[src/rtl/dither_pkg.sv]
// Shared types for the triangle dither generator.
// Assumes: nothing beyond IEEE 1800-2017 packages.
package dither_pkg;

    // Depth select encoding, as seen on the depth_narrow pin
    typedef enum logic {
        DEPTH_WIDE   = 1'b0,   // 4% peak spread
        DEPTH_NARROW = 1'b1    // 2% peak spread
    } depth_e;

endpackage

[src/rtl/dither_phase_ctr.sv]
// Phase counter of the triangle: counts 0..2*HALF_LEN-1 while enabled and
// returns to 0 when disabled. It also raises a one-cycle strobe on the edge
// that lands on the crest phase.
// Assumes: HALF_LEN is a power of two; spread_en is synchronous to clk.
module dither_phase_ctr #(
    parameter int HALF_LEN = 1024,
    localparam int PHASE_W = $clog2(2 * HALF_LEN)
) (
    input  logic               clk,
    input  logic               rst_n,
    input  logic               spread_en,
    output logic [PHASE_W-1:0] phase_q,
    output logic [PHASE_W-1:0] phase_nxt,
    output logic               peak_stb
);

    localparam logic [PHASE_W-1:0] CREST = PHASE_W'(HALF_LEN);

    // Next phase: advance with natural wrap while enabled, else restart
    always_comb begin
        phase_nxt = spread_en ? phase_q + 1'b1 : '0;
    end

    // Phase register and crest strobe
    always_ff @(posedge clk) begin
        if (!rst_n) begin
            phase_q  <= '0;
            peak_stb <= 1'b0;
        end else begin
            phase_q  <= phase_nxt;
            peak_stb <= spread_en && (phase_nxt == CREST);
        end
    end

endmodule

[src/rtl/dither_depth_sel.sv]
// Holds the active depth. A new depth select is taken only while disabled
// or when the triangle wraps to its zero point, so the slope never changes
// in mid-ramp.
// Assumes: depth_narrow is synchronous to clk.
module dither_depth_sel
    import dither_pkg::*;
#(
    parameter int HALF_LEN = 1024,
    localparam int PHASE_W = $clog2(2 * HALF_LEN)
) (
    input  logic               clk,
    input  logic               rst_n,
    input  logic               spread_en,
    input  logic               depth_narrow,
    input  logic [PHASE_W-1:0] phase_q,
    output depth_e             depth_q,
    output depth_e             depth_nxt
);

    localparam logic [PHASE_W-1:0] LAST = PHASE_W'(2 * HALF_LEN - 1);

    // Choose whether the pin value is taken on this edge
    always_comb begin
        if (!spread_en || phase_q == LAST) depth_nxt = depth_e'(depth_narrow);
        else                               depth_nxt = depth_q;
    end

    // Active depth register
    always_ff @(posedge clk) begin
        if (!rst_n) depth_q <= DEPTH_WIDE;
        else        depth_q <= depth_nxt;
    end


    depth_hold_chk: assert property (@(posedge clk) disable iff (!rst_n)
        (spread_en && phase_q != LAST) |=> $stable(depth_q));

endmodule

[src/rtl/dither_shaper.sv]
// Folds the phase into a triangle position and scales it by the active
// depth into the registered offset code. Forces zero while disabled.
// Assumes: phase inputs come from dither_phase_ctr with the same HALF_LEN.
module dither_shaper
    import dither_pkg::*;
#(
    parameter int HALF_LEN = 1024,
    localparam int PHASE_W = $clog2(2 * HALF_LEN),
    localparam int CODE_W  = PHASE_W + 1
) (
    input  logic               clk,
    input  logic               rst_n,
    input  logic               spread_en,
    input  logic [PHASE_W-1:0] phase_q,
    input  logic [PHASE_W-1:0] phase_nxt,
    input  depth_e             depth_q,
    input  depth_e             depth_nxt,
    output logic [CODE_W-1:0]  code_q
);

    localparam logic [PHASE_W-1:0] CREST    = PHASE_W'(HALF_LEN);
    localparam logic [PHASE_W-1:0] LAST     = PHASE_W'(2 * HALF_LEN - 1);
    localparam logic [CODE_W-1:0]  FULL     = CODE_W'(2 * HALF_LEN);
    localparam logic [CODE_W-1:0]  PK_NARR  = CODE_W'(HALF_LEN);

    logic [CODE_W-1:0] pos_w;
    logic [CODE_W-1:0] code_d;
    logic [CODE_W-1:0] step_q;
    logic [CODE_W-1:0] peak_q;

    // Fold the phase into a rising then falling position
    always_comb begin
        if (phase_nxt <= CREST) pos_w = CODE_W'(phase_nxt);
        else                    pos_w = FULL - CODE_W'(phase_nxt);
    end

    // Scale by depth: narrow uses the position, wide doubles it
    always_comb begin
        if (!spread_en)                  code_d = '0;
        else if (depth_nxt == DEPTH_NARROW) code_d = pos_w;
        else                             code_d = pos_w << 1;
    end

    // Offset code register
    always_ff @(posedge clk) begin
        if (!rst_n) code_q <= '0;
        else        code_q <= code_d;
    end

    // Per-depth step and crest, used only by the checks below
    always_comb begin
        step_q = (depth_q == DEPTH_NARROW) ? CODE_W'(1) : CODE_W'(2);
        peak_q = (depth_q == DEPTH_NARROW) ? PK_NARR : FULL;
    end


    step_size_chk: assert property (@(posedge clk) disable iff (!rst_n)
        (spread_en && phase_q != LAST) |=>
            (code_q == $past(code_q) + step_q) || (code_q + step_q == $past(code_q)));


    one_sided_chk: assert property (@(posedge clk) disable iff (!rst_n)
        code_q <= peak_q);


    off_zero_chk: assert property (@(posedge clk) disable iff (!rst_n)
        !spread_en |=> code_q == '0);

endmodule

[src/rtl/dither_tri_gen.sv]
// Top of the triangle dither generator: a one-sided offset code, period
// 2*HALF_LEN master clocks, crest 2*HALF_LEN (4%) or HALF_LEN (2%).
// Assumes: inputs synchronous to clk; HALF_LEN a power of two.
module dither_tri_gen
    import dither_pkg::*;
#(
    parameter int HALF_LEN = 1024,
    localparam int PHASE_W = $clog2(2 * HALF_LEN),
    localparam int CODE_W  = PHASE_W + 1
) (
    input  logic              clk,
    input  logic              rst_n,
    input  logic              spread_en,
    input  logic              depth_narrow,
    output logic [CODE_W-1:0] offset_code,
    output logic              peak_stb
);

    logic [PHASE_W-1:0] phase_q;
    logic [PHASE_W-1:0] phase_nxt;
    depth_e             depth_q;
    depth_e             depth_nxt;

    dither_phase_ctr #(.HALF_LEN(HALF_LEN)) phase_i (
        .clk       (clk),
        .rst_n     (rst_n),
        .spread_en (spread_en),
        .phase_q   (phase_q),
        .phase_nxt (phase_nxt),
        .peak_stb  (peak_stb)
    );

    dither_depth_sel #(.HALF_LEN(HALF_LEN)) depth_i (
        .clk          (clk),
        .rst_n        (rst_n),
        .spread_en    (spread_en),
        .depth_narrow (depth_narrow),
        .phase_q      (phase_q),
        .depth_q      (depth_q),
        .depth_nxt    (depth_nxt)
    );

    dither_shaper #(.HALF_LEN(HALF_LEN)) shape_i (
        .clk       (clk),
        .rst_n     (rst_n),
        .spread_en (spread_en),
        .phase_q   (phase_q),
        .phase_nxt (phase_nxt),
        .depth_q   (depth_q),
        .depth_nxt (depth_nxt),
        .code_q    (offset_code)
    );


    crest_value_chk: assert property (@(posedge clk) disable iff (!rst_n)
        peak_stb |-> offset_code == ((depth_q == DEPTH_NARROW) ?
                                     CODE_W'(HALF_LEN) : CODE_W'(2 * HALF_LEN)));

endmodule

[config.mk]
export PLATFORM = sky130hd
export DESIGN_NAME = dither_tri_gen
export DESIGN_NICKNAME = d
export VERILOG_FILES = /design/src/rtl/dither_pkg.sv /design/src/rtl/dither_phase_ctr.sv /design/src/rtl/dither_depth_sel.sv /design/src/rtl/dither_shaper.sv /design/src/rtl/dither_tri_gen.sv
export SDC_FILE = /design/constraint.sdc
export NUM_CORES = 1
export LEC_CHECK = 0
export BUFFER_PORTS_ARGS = -buffer_cell sky130_fd_sc_hd__buf_2
export CAP_MARGIN = 5
export CORE_ASPECT_RATIO = 0.7
export CORE_MARGIN = 3
export CORE_UTILIZATION = 40
export CTS_BUF_LIST = sky130_fd_sc_hd__clkbuf_4
export CTS_CLUSTER_SIZE = 24
export DETAILED_ROUTE_END_ITERATION = 6
export GPL_TIMING_DRIVEN = 0
export PLACE_DENSITY = 0.65
export SLEW_MARGIN = 30
export SYNTH_ARGS = -nofsm -noshare
export SYNTH_HDL_FRONTEND = slang
export SYNTH_HIERARCHICAL = 1
export SYNTH_SLANG_ARGS = --single-unit
[constraint.sdc]
create_clock -name clk -period 3.5 [get_ports clk]
set_input_delay 0.35 -clock clk [delete_from_list [all_inputs] [get_ports clk]]
set_output_delay 0.35 -clock clk [all_outputs]
set_load 0.03 [all_outputs]
---- After elaboration in Yosys (flattened, before gate mapping) ----
Cells that the tools add are included.
storage, ports and cells
  register bits ........................... 25
  input bits .............................. 4
  output and inout port bits .............. 13
  logic and storage cells ................. 19
cells by class
  add/sub/neg operators ................... 2
  order comparisons ....................... 1
  equal/unequal tests ..................... 2
  mux-type cells .......................... 4
  reductions and logical operators ........ 5
operators by type and width
  cell                      number
  $mux W12                  2
  $eq A11 B11 Y1 const B    2
  $sub A12 B11 Y12 const A  1
  $add A11 B1 Y11 const B   1
  $le A11 B11 Y1 const B    1
  $mux W11                  1
  $reduce_and A3 Y1         1
  $reduce_and A2 Y1         1
  $logic_and A1 B1 Y1       1
  $logic_not A1 Y1          1
  $logic_or A1 B1 Y1        1
  $mux W1                   1

---- Longest topological paths before layout ----
Gate-level depths: netlist of the first run.
  depth after elaboration ................. 5
  depth in mapped cells ................... 9
  mapped depth without buffers ............ 9

---- Cells and area by module ----
The synthesis of the first run kept the hierarchy.
by module, submodules not included
  module            instances  cells each  area each (um^2)  seq. area each (um^2)
  dither_phase_ctr  1          80          710.7             240.2
  dither_shaper     1          74          668.1             240.2
  dither_depth_sel  1          9           78.8              20.0

---- Worst setup path before layout of the first run ----
Ideal clock, no wire load.
  path kind ............................... register -> register
  start ................................... register phase_i.phase_q[0]
  end ..................................... register shape_i.code_q[2]
  setup time .............................. 0.132 ns
  arrival time ............................ 2.342 ns
  slack ................................... 1.026 ns
  cell stages (with the launch flop) ...... 10
  cell sequence ........................... dfxtp_1 > ha_1 > and4_2 > nand4_1 > xor2_1 > nor2b_1 > inv_1 > a31oi_1 > mux2i_1 > o22ai_1
on the way
  longest elaborated chain between the ends .. 5
RTL lines
  element                 RTL line                source
  from (decl)             dither_phase_ctr.sv:12  output logic [PHASE_W-1:0] phase_q,
  from (signal assigned)  dither_phase_ctr.sv:30  phase_q <= phase_nxt;
  $add A11 B1 Y11         dither_phase_ctr.sv:21  phase_nxt = spread_en ? phase_q + 1'b1 : '0;
  $mux W11                dither_phase_ctr.sv:21
  net phase_nxt[10]       dither_tri_gen.sv:20    logic [PHASE_W-1:0] phase_nxt;
  $le A11 B11 Y1          dither_shaper.sv:33     if (phase_nxt <= CREST) pos_w = CODE_W'(phase_nxt);
  $mux W12                dither_shaper.sv:33
  $mux W12                dither_shaper.sv:40     else if (depth_nxt == DEPTH_NARROW) code_d = pos_w;
  to (signal assigned)    dither_shaper.sv:47     else code_q <= code_d;
  to (decl)               dither_shaper.sv:18     output logic [CODE_W-1:0] code_q
The timed path passes the listed nets, and every way through them passes these cells.
A chain may end at the register's enable or synchronous reset.

---- Worst setup path in the final report of the first run ----
Same ends and word-level chain as after synthesis.

==> out/metrics.csv, run 1 <==
stage,metric,value,unit
pwr,vdd_drop_max,0.1312,mV
routing,drtIter0Drc,93,
global_route,grt_pass1_wl,5375,µm
timing,timing_hold_violations_final,0,
floorplan,num_io_pins,17,
floorplan,chipHeight,56.51,µm
yosys,synthesis.nets,169,
routing,routedWlPerCell,13.78,µm
hold_path,hold-path-cell-count,3,
floorplan,num_rows,17,
timing,clock-skew-final,3.934,ps
status,run_status,completed,
clock_network,cts_inserted_buffers,3,
finish,layout-drive-gt1-share,20.22,%
placement,dp.final_hpwl,2486,µm
critical_path,worstPathCellList,ha_1 -> and4_2 -> nand4_1 -> xor2_1 -> nor2b_1 -> inv_1 -> a31oi_1 -> mux2i_1 -> o22ai_1,
global_route,first_global_vias,1130,
hold_path,timing.hold.worst.class,primary input to flop,
yosys,syn_area_per_cell,8.943,µm²
routing,drt.antenna.violating_nets,0,
routing,remaining_drc_errors,0,
finish,n_fill_cell,335,
timing,setup_repair_after_global_routing_missed_its_margin,no,
routing,routed-via-count,1266,
clock_network,clock_tree.buffer_depth,2,
routing,routed_wirelength,3169,µm
clock_network,cts.reportedPaths.clkPinSlew,130,ps
global_route,grt_util_all_layers,14.98,%
critical_path,worstPathMaxFanout,7,
yosys,netlist_area,1458,µm²
clock_network,clock_tree.htree_level_count,1,
yosys,synthesis_stage_register_bit_count,25,
clock_network,post_cts_hold_buffer_count,0,
critical_path,timing.setup.critical_path_class,flop to flop,
yosys,synth_sequential_area_ratio,34.33,%
critical_path,critical-path-max-stage-delay,470,ps
timing,maxClockFrequency,0.3328,GHz
clock_network,clock_tree.root_cell,sky130_fd_sc_hd__clkbuf_4,
yosys,netlist_instances,163,
critical_path,critical_path.slowest_cell,sky130_fd_sc_hd__dfxtp_1,
finish,design.final.nets,190,
clock_network,clkLatencyLatePin,320,ps
floorplan,fp.dieArea,4416,µm²
floorplan,fp.dieW,78.15,µm
pwr,cellLeakagePower,0.6564,nW
critical_path,worst_ep_arrival_time,3210,ps
timing,final.hold.worst_slack,272.7,ps
clock_network,tritoncts_num_sinks,25,
critical_path,worst_setup_path_start_kind,flop,
clock_network,post-cts-setup-buffers,0,
yosys,synth_cell_type_count,54,
finish,n_antenna_cell,0,
clock_network,tritoncts,yes,
finish,area_growth_syn_to_layout,11.59,%
global_route,antenna_violations_before_repair,0,
timing,setup_violations,0,
timing,final.period_utilization,85.85,%
critical_path,setup.worst_path.end_class,flop,
placement,gp_congestion,0.8844,
pwr,power.density_cell_area,293.1,nW/µm²
timing,timing_worst_slew_pin_value,600.3,ps
critical_path,critPathRequiredTime,3710,ps
global_route,largest_net_degree_at_the_start_of_global_routing,16,
yosys,ys_warn_count,6,
routing,detail_route.first_pass.iterations,4,
clock_network,cts.repair.resized,0,
global_route,gr-total-overflow,0,
critical_path,reg2regPathDepth,9,
timing,timing.setup.tns,0,ps
placement,port_buffers,16,
timing,min_clock_period_post_route,3005,ps
pwr,fin_total_pwr,0.4767,mW
floorplan,core,3318,µm²
routing,viasPerCell,5.504,
timing,finalMaxSlewViolations,0,
flow_run,max_cap_violations,0,
floorplan,initial_utilization,43.93,%
timing,relSlewSlack,58.83,%
## synth_stat cells, drive strengths merged
cell type,n,share of area [%]
a311oi,1,0.60
and4,1,0.69
nor3,2,0.69
o22ai,5,2.1
o21ai,4,1.4
a2bb2oi,1,1.0
or4,5,3.2
a32o,1,0.69
clkbuf,1,0.26
a31o,1,0.60
nor2b,6,2.6
nor4,2,1.3
nand2,13,3.3
and3b,2,1.2
buf,2,0.86
mux2i,5,3.4
o221ai,1,0.60
o311a,2,1.5
o21bai,1,0.52
or3b,1,0.60
a31oi,1,0.43
o31ai,4,3.3
xor2,5,3.0
and2,7,3.2
o31a,1,0.60
nand3,9,3.4
nor2,11,2.8
a2111oi,1,1.0
dfxtp,25,34
o211ai,3,1.9
xnor2,6,3.6
a211o,1,0.60
ha,2,1.7
nand3b,1,0.52
mux2,1,0.77
and3,6,2.6
nor3b,2,1.0
nand2b,5,2.1
a21boi,2,1.3
inv,6,1.5
nand4,5,2.1
or3,2,0.86
## worst max-delay path, delay by kind of cell, from the launching register on
| family | cells | cell delay (ps) |
|---|---|---|
| buf+inv | 1 | 200 |
| simple gates | 3 | 910 |
| fa+ha+maj | 1 | 240 |
| xor+xnor | 1 | 190 |
| mux | 1 | 310 |
| flops | 1 | 470 |
| compound gates | 2 | 560 |
## where the power goes
part	switching [mW]	internal [mW]
sequential	0.00217	0.287
clock	0.0849	0.0524
combinational	0.0308	0.0191
## final timing paths
check | slack [ps] | endpoint | startpoint
setup reg to reg | 500 | shape_i/code_q[2]$_SDFF_PN0_ | phase_i/phase_q[0]$_SDFF_PN0_
setup / recovery | 500 | shape_i/code_q[2]$_SDFF_PN0_ | phase_i/phase_q[0]$_SDFF_PN0_
hold / removal | 270 | depth_i/depth_q$_SDFF_PN0_ | depth_narrow
hold reg to reg | 470 | depth_i/depth_q$_SDFF_PN0_ | depth_i/depth_q$_SDFF_PN0_
## flip-flops by register name, indices dropped and copies added (netlist names)
signal,flops
depth_i/depth_q,1
phase_i/peak_stb,1
phase_i/phase_q,11
shape_i/code_q,12
## cells in the final DEF (no fill, tap or decap), types with 6 or more instances in the layout
cell / netlist / layout
sky130_fd_sc_hd__buf_2: 1 / 17
sky130_fd_sc_hd__nor2b_1: 6 / 6
sky130_fd_sc_hd__xnor2_1: 6 / 6
sky130_fd_sc_hd__and3_1: 6 / 6
sky130_fd_sc_hd__and2_1: 6 / 6
sky130_fd_sc_hd__nand2_1: 13 / 13
sky130_fd_sc_hd__inv_1: 6 / 6
sky130_fd_sc_hd__dfxtp_1: 25 / 25
sky130_fd_sc_hd__nor2_1: 11 / 11
sky130_fd_sc_hd__nand3_1: 8 / 8
## cell families after synthesis
kind of cell,share of synthesized area [%]
AOI/OAI and AO/OA,18.20
muxes,4.206
adders and majority gates,1.716
and+or+nand+nor,32.28
buffers and inverters,2.660
xor gates and xnor gates,6.609
DFF,34.33
## area by class of cell
type                            instances  area [µm²]  share of cell area, %
Timing Repair Buffer                   16       80.08                  4.923
Sequential cell                        25       500.5                  30.77
Buffer                                  3       16.27                  1.000
Tap cell                               47       58.81                  3.615
Multi-Input combinational cell        129       918.4                  56.46
Clock buffer                            4       30.03                  1.846
Inverter                                6       22.52                  1.385
## per-layer routing
layer | up-vias | routed length (µm) | GRT usage (%) | part of all wire, %
li1 | 645 | - | - | -
met1 | 576 | 1602 | 23.02 | 51
met2 | 43 | 1297 | 20.12 | 41
met3 | 2 | 254 | 4.327 | 8.0
met4 | 0 | 14 | 3.491 | 0.44
met5 | - | 0 | 0 | 0
## through the flow
step / cells / utilization [%] / worst slack, ps / instance area (µm²)
3_3_place_gp: 226 / 48.11 / 629.0 / 1597
5_1_grt: 230 / 49.02 / 232.8 / 1627
6_report: 230 / 49.02 / 495.3 / 1627
3_5_place_dp: 226 / 48.11 / 551.5 / 1597
2_1_floorplan: 163 / - / 1026 / 1458
4_1_cts: 230 / 49.02 / 524.5 / 1627
No activity file was read; power rests on OpenSTA's default activity.
==> run 2, diff against run 1 <==
BUFFER_PORTS_ARGS = -buffer_cell sky130_fd_sc_hd__buf_4   (was -buffer_cell sky130_fd_sc_hd__buf_2)
SYNTH_HIERARCHICAL = default   (was 1)
==> run 2 against run 1 <==
Count of clock-buffer cells in the layout did not move. Area after synthesis is 4.7% lower. Fmax up 11%. Final cell count fell by 3.9%. Die area down 4.3%. Synthesized cell count shrank 5.5%. Worst setup slack improved by 290 ps. Clock power about the same. Flip-flop and latch count is the same. Hold slack got worse by 3.8 ps. Via count is 9.3% lower.
==> out/metrics.csv, run 2 <==
stage,metric,value,unit
yosys,synth_flop_cell,sky130_fd_sc_hd__dfxtp_1,
timing,timing.setup.tns,0,ps
finish,largest_register,shape_i.code_q,
clock_network,tritoncts,yes,
critical_path,setup.worst_path.end_class,flop,
timing,setup_violations,0,
routing,routed_wirelength,3069,µm
placement,port_buffers,16,
clock_network,clock_tree.buffer_depth,2,
placement,numPlacedInstances,217,
pwr,power.density_cell_area,309.7,nW/µm²
clock_network,post-cts-setup-buffers,0,
yosys,synthesis.nets,160,
critical_path,critical_path.slowest_cell,sky130_fd_sc_hd__mux2i_1,
global_route,grt_pass1_wl,5126,µm
finish,final_cell_count_no_fill,221,
yosys,synthesis_stage_register_bit_count,25,
critical_path,worstPathMaxFanout,10,
finish,area_growth_syn_to_layout,15.04,%
yosys,synth_sequential_area_ratio,36.04,%
clock_network,cts.reportedPaths.clkPinSlew,130,ps
clock_network,post_cts_hold_buffer_count,0,
clock_network,clock_tree.root_cell,sky130_fd_sc_hd__clkbuf_4,
clock_network,clkLatencyLatePin,320,ps
routing,detail_route.first_pass.iterations,5,
floorplan,num_rows,17,
clock_network,tritoncts_num_sinks,25,
floorplan,fp.dieW,76.43,µm
finish,layout-drive-gt1-share,25.86,%
floorplan,num_io_pins,17,
global_route,antenna_violations_before_repair,0,
finish,seq_cell_area,500.5,µm²
floorplan,initial_utilization,42.96,%
finish,leading_cell_type_in_the_layout_fill_and_taps_excluded,sky130_fd_sc_hd__dfxtp_1,
yosys,netlist_instances,154,
floorplan,chipHeight,55.30,µm
yosys,async_flop_share,0,%
yosys,netlist.area_leader.share,36.04,%
floorplan,core,3233,µm²
critical_path,worst_setup_path_start_kind,flop,
yosys,netlist_area,1389,µm²
global_route,first_global_vias,1107,
finish,layout.cells.most_common_list,"sky130_fd_sc_hd__dfxtp_1 (25), sky130_fd_sc_hd__nor2_1 (21), sky130_fd_sc_hd__buf_4 (18)",
critical_path,critPathRequiredTime,3750,ps
timing,timing_worst_slew_pin_value,520.3,ps
yosys,ys_warn_count,0,
routing,drtIter0Drc,94,
yosys,syn_area_per_cell,9.018,µm²
finish,n_antenna_cell,0,
timing,clock-skew-final,7.915,ps
global_route,grt_util_all_layers,15.11,%
timing,final.period_utilization,77.51,%
finish,multi_input_area,828.3,µm²
yosys,netlist_top_cells_count,"sky130_fd_sc_hd__dfxtp_1 (25), sky130_fd_sc_hd__nor2_1 (21), sky130_fd_sc_hd__nand2_1 (16), sky130_fd_sc_hd__xnor2_1 (11)",
critical_path,timing.setup.critical_path_class,flop to flop,
clock_network,cts.repair.resized,0,
pwr,vdd_drop_max,0.1484,mV
timing,final.hold.worst_slack,268.9,ps
pwr,cellLeakagePower,0.6478,nW
timing,finalMaxSlewViolations,0,
clock_network,cts_inserted_buffers,3,
hold_path,timing.hold.worst.class,primary input to flop,
critical_path,critical-path-max-stage-delay,500,ps
floorplan,fp.dieArea,4227,µm²
flow_run,max_cap_violations,0,
critical_path,worstPathCellList,ha_1 -> and4_1 -> buf_4 -> nand4_2 -> o21ai_2 -> mux2i_1 -> clkbuf_1 -> o211ai_1 -> a31oi_1,
timing,setup_repair_after_global_routing_missed_its_margin,no,
routing,drt.antenna.violating_nets,0,
finish,design.final.nets,181,
global_route,largest_net_degree_at_the_start_of_global_routing,14,
yosys,synth_edf_count,0,
yosys,synth.area.top_cells,"sky130_fd_sc_hd__dfxtp_1 (36%), sky130_fd_sc_hd__xnor2_1 (6.9%), sky130_fd_sc_hd__nor2_1 (5.7%)",
global_route,gr-total-overflow,0,
finish,n_fill_cell,329,
clock_network,clock_tree.htree_level_count,1,
finish,largest_registers,"shape_i.code_q x12, phase_i.phase_q x11",
yosys,synth_cell_type_count,43,
timing,min_clock_period_post_route,2713,ps
timing,maxClockFrequency,0.3686,GHz
status,run_status,completed,
routing,routedWlPerCell,13.89,µm
routing,viasPerCell,5.195,
routing,routed-via-count,1148,
critical_path,worst_ep_arrival_time,2970,ps
routing,remaining_drc_errors,0,
timing,timing_hold_violations_final,0,
yosys,most_common_cell_in_the_netlist,sky130_fd_sc_hd__dfxtp_1,
placement,dp.final_hpwl,2484,µm
yosys,cell_type_contributing_the_most_total_cell_area_after_synthesis,sky130_fd_sc_hd__dfxtp_1,
finish,largest_register_ff_count,12,
placement,gp_congestion,0.7972,
timing,relSlewSlack,64.32,%
## run 2: cell types whose count changed in the layout (fill, tap and decap cells not counted), moves of 4 or more
cell                       previous run  this run
sky130_fd_sc_hd__buf_4                1        18
sky130_fd_sc_hd__nor2_1              11        21
sky130_fd_sc_hd__xnor2_1              6        11
sky130_fd_sc_hd__a211oi_1             0         5
sky130_fd_sc_hd__nor2b_1              6         0
sky130_fd_sc_hd__o22ai_1              5         0
sky130_fd_sc_hd__buf_2               17         0
sky130_fd_sc_hd__nand3_1              8         4
sky130_fd_sc_hd__and3_4               0         4
## run 2: logic make-up after synthesis
kind of cell | count (synthesis) | synth area share [%]
mux | 5 | 4.415
flops | 25 | 36.04
compound gates | 22 | 13.42
buf+inv | 9 | 4.324
simple gates | 75 | 29.91
xor+xnor | 16 | 10.09
fa+ha+maj | 2 | 1.802
## run 2: metrics by stage
step	utilization, %	setup slack [ps]	power, mW	area [µm²]
4_1_cts	49.42	802.5	0.5006	1598
3_5_place_dp	48.49	854.1	0.3650	1568
2_1_floorplan	-	1243	0.3444	1389
5_1_grt	49.42	542.5	0.5194	1598
6_report	49.42	787.1	0.4949	1598
3_3_place_gp	48.49	924.7	0.3635	1568
## run 2: final cells by class
type | count | share of cell area (%)
multi-input combinational | 120 | 51.84
sequential | 25 | 31.32
timing repair buffer | 16 | 7.518
tap | 47 | 3.681
buffer | 6 | 3.054
clock buffer | 4 | 1.879
inverter | 3 | 0.7048
## run 2: report_power, final
group          internal (mW)  switching [mW]  total (mW)  leakage, nW
sequential             0.290         0.00243       0.292        0.203
combinational         0.0253          0.0416      0.0668        0.427
clock                 0.0523          0.0833       0.136       0.0184
total                  0.368           0.127       0.495        0.648
## run 2: worst max-delay path: cells and delay by family (launching register included)
family | cells | cell delay [ps]
flops | 1 | 440
buf+inv | 2 | 560
compound gates | 3 | 530
mux | 1 | 500
fa+ha+maj | 1 | 250
simple gates | 2 | 370
## run 2: path summary, 6_finish.rpt
kind | from | to | slack (ps) | depth (start not counted)
setup / recovery | phase_i.phase_q[0]$_SDFF_PN0_ | shape_i.code_q[10]$_SDFF_PN0_ | 790 | 9
hold / removal | rst_n | phase_i.phase_q[7]$_SDFF_PN0_ | 270 | 2
setup reg to reg | phase_i.phase_q[0]$_SDFF_PN0_ | shape_i.code_q[10]$_SDFF_PN0_ | 790 | 9
hold reg to reg | phase_i.phase_q[0]$_SDFF_PN0_ | phase_i.phase_q[0]$_SDFF_PN0_ | 520 | 1
## run 2: per-layer routing
metal | track usage, % | vias up | routed length (µm)
met5 | 0 | - | 0
met4 | 2.067 | 0 | 0
met3 | 3.583 | 0 | 167
met2 | 23.90 | 36 | 1344
met1 | 21.50 | 527 | 1557
li1 | - | 585 | -
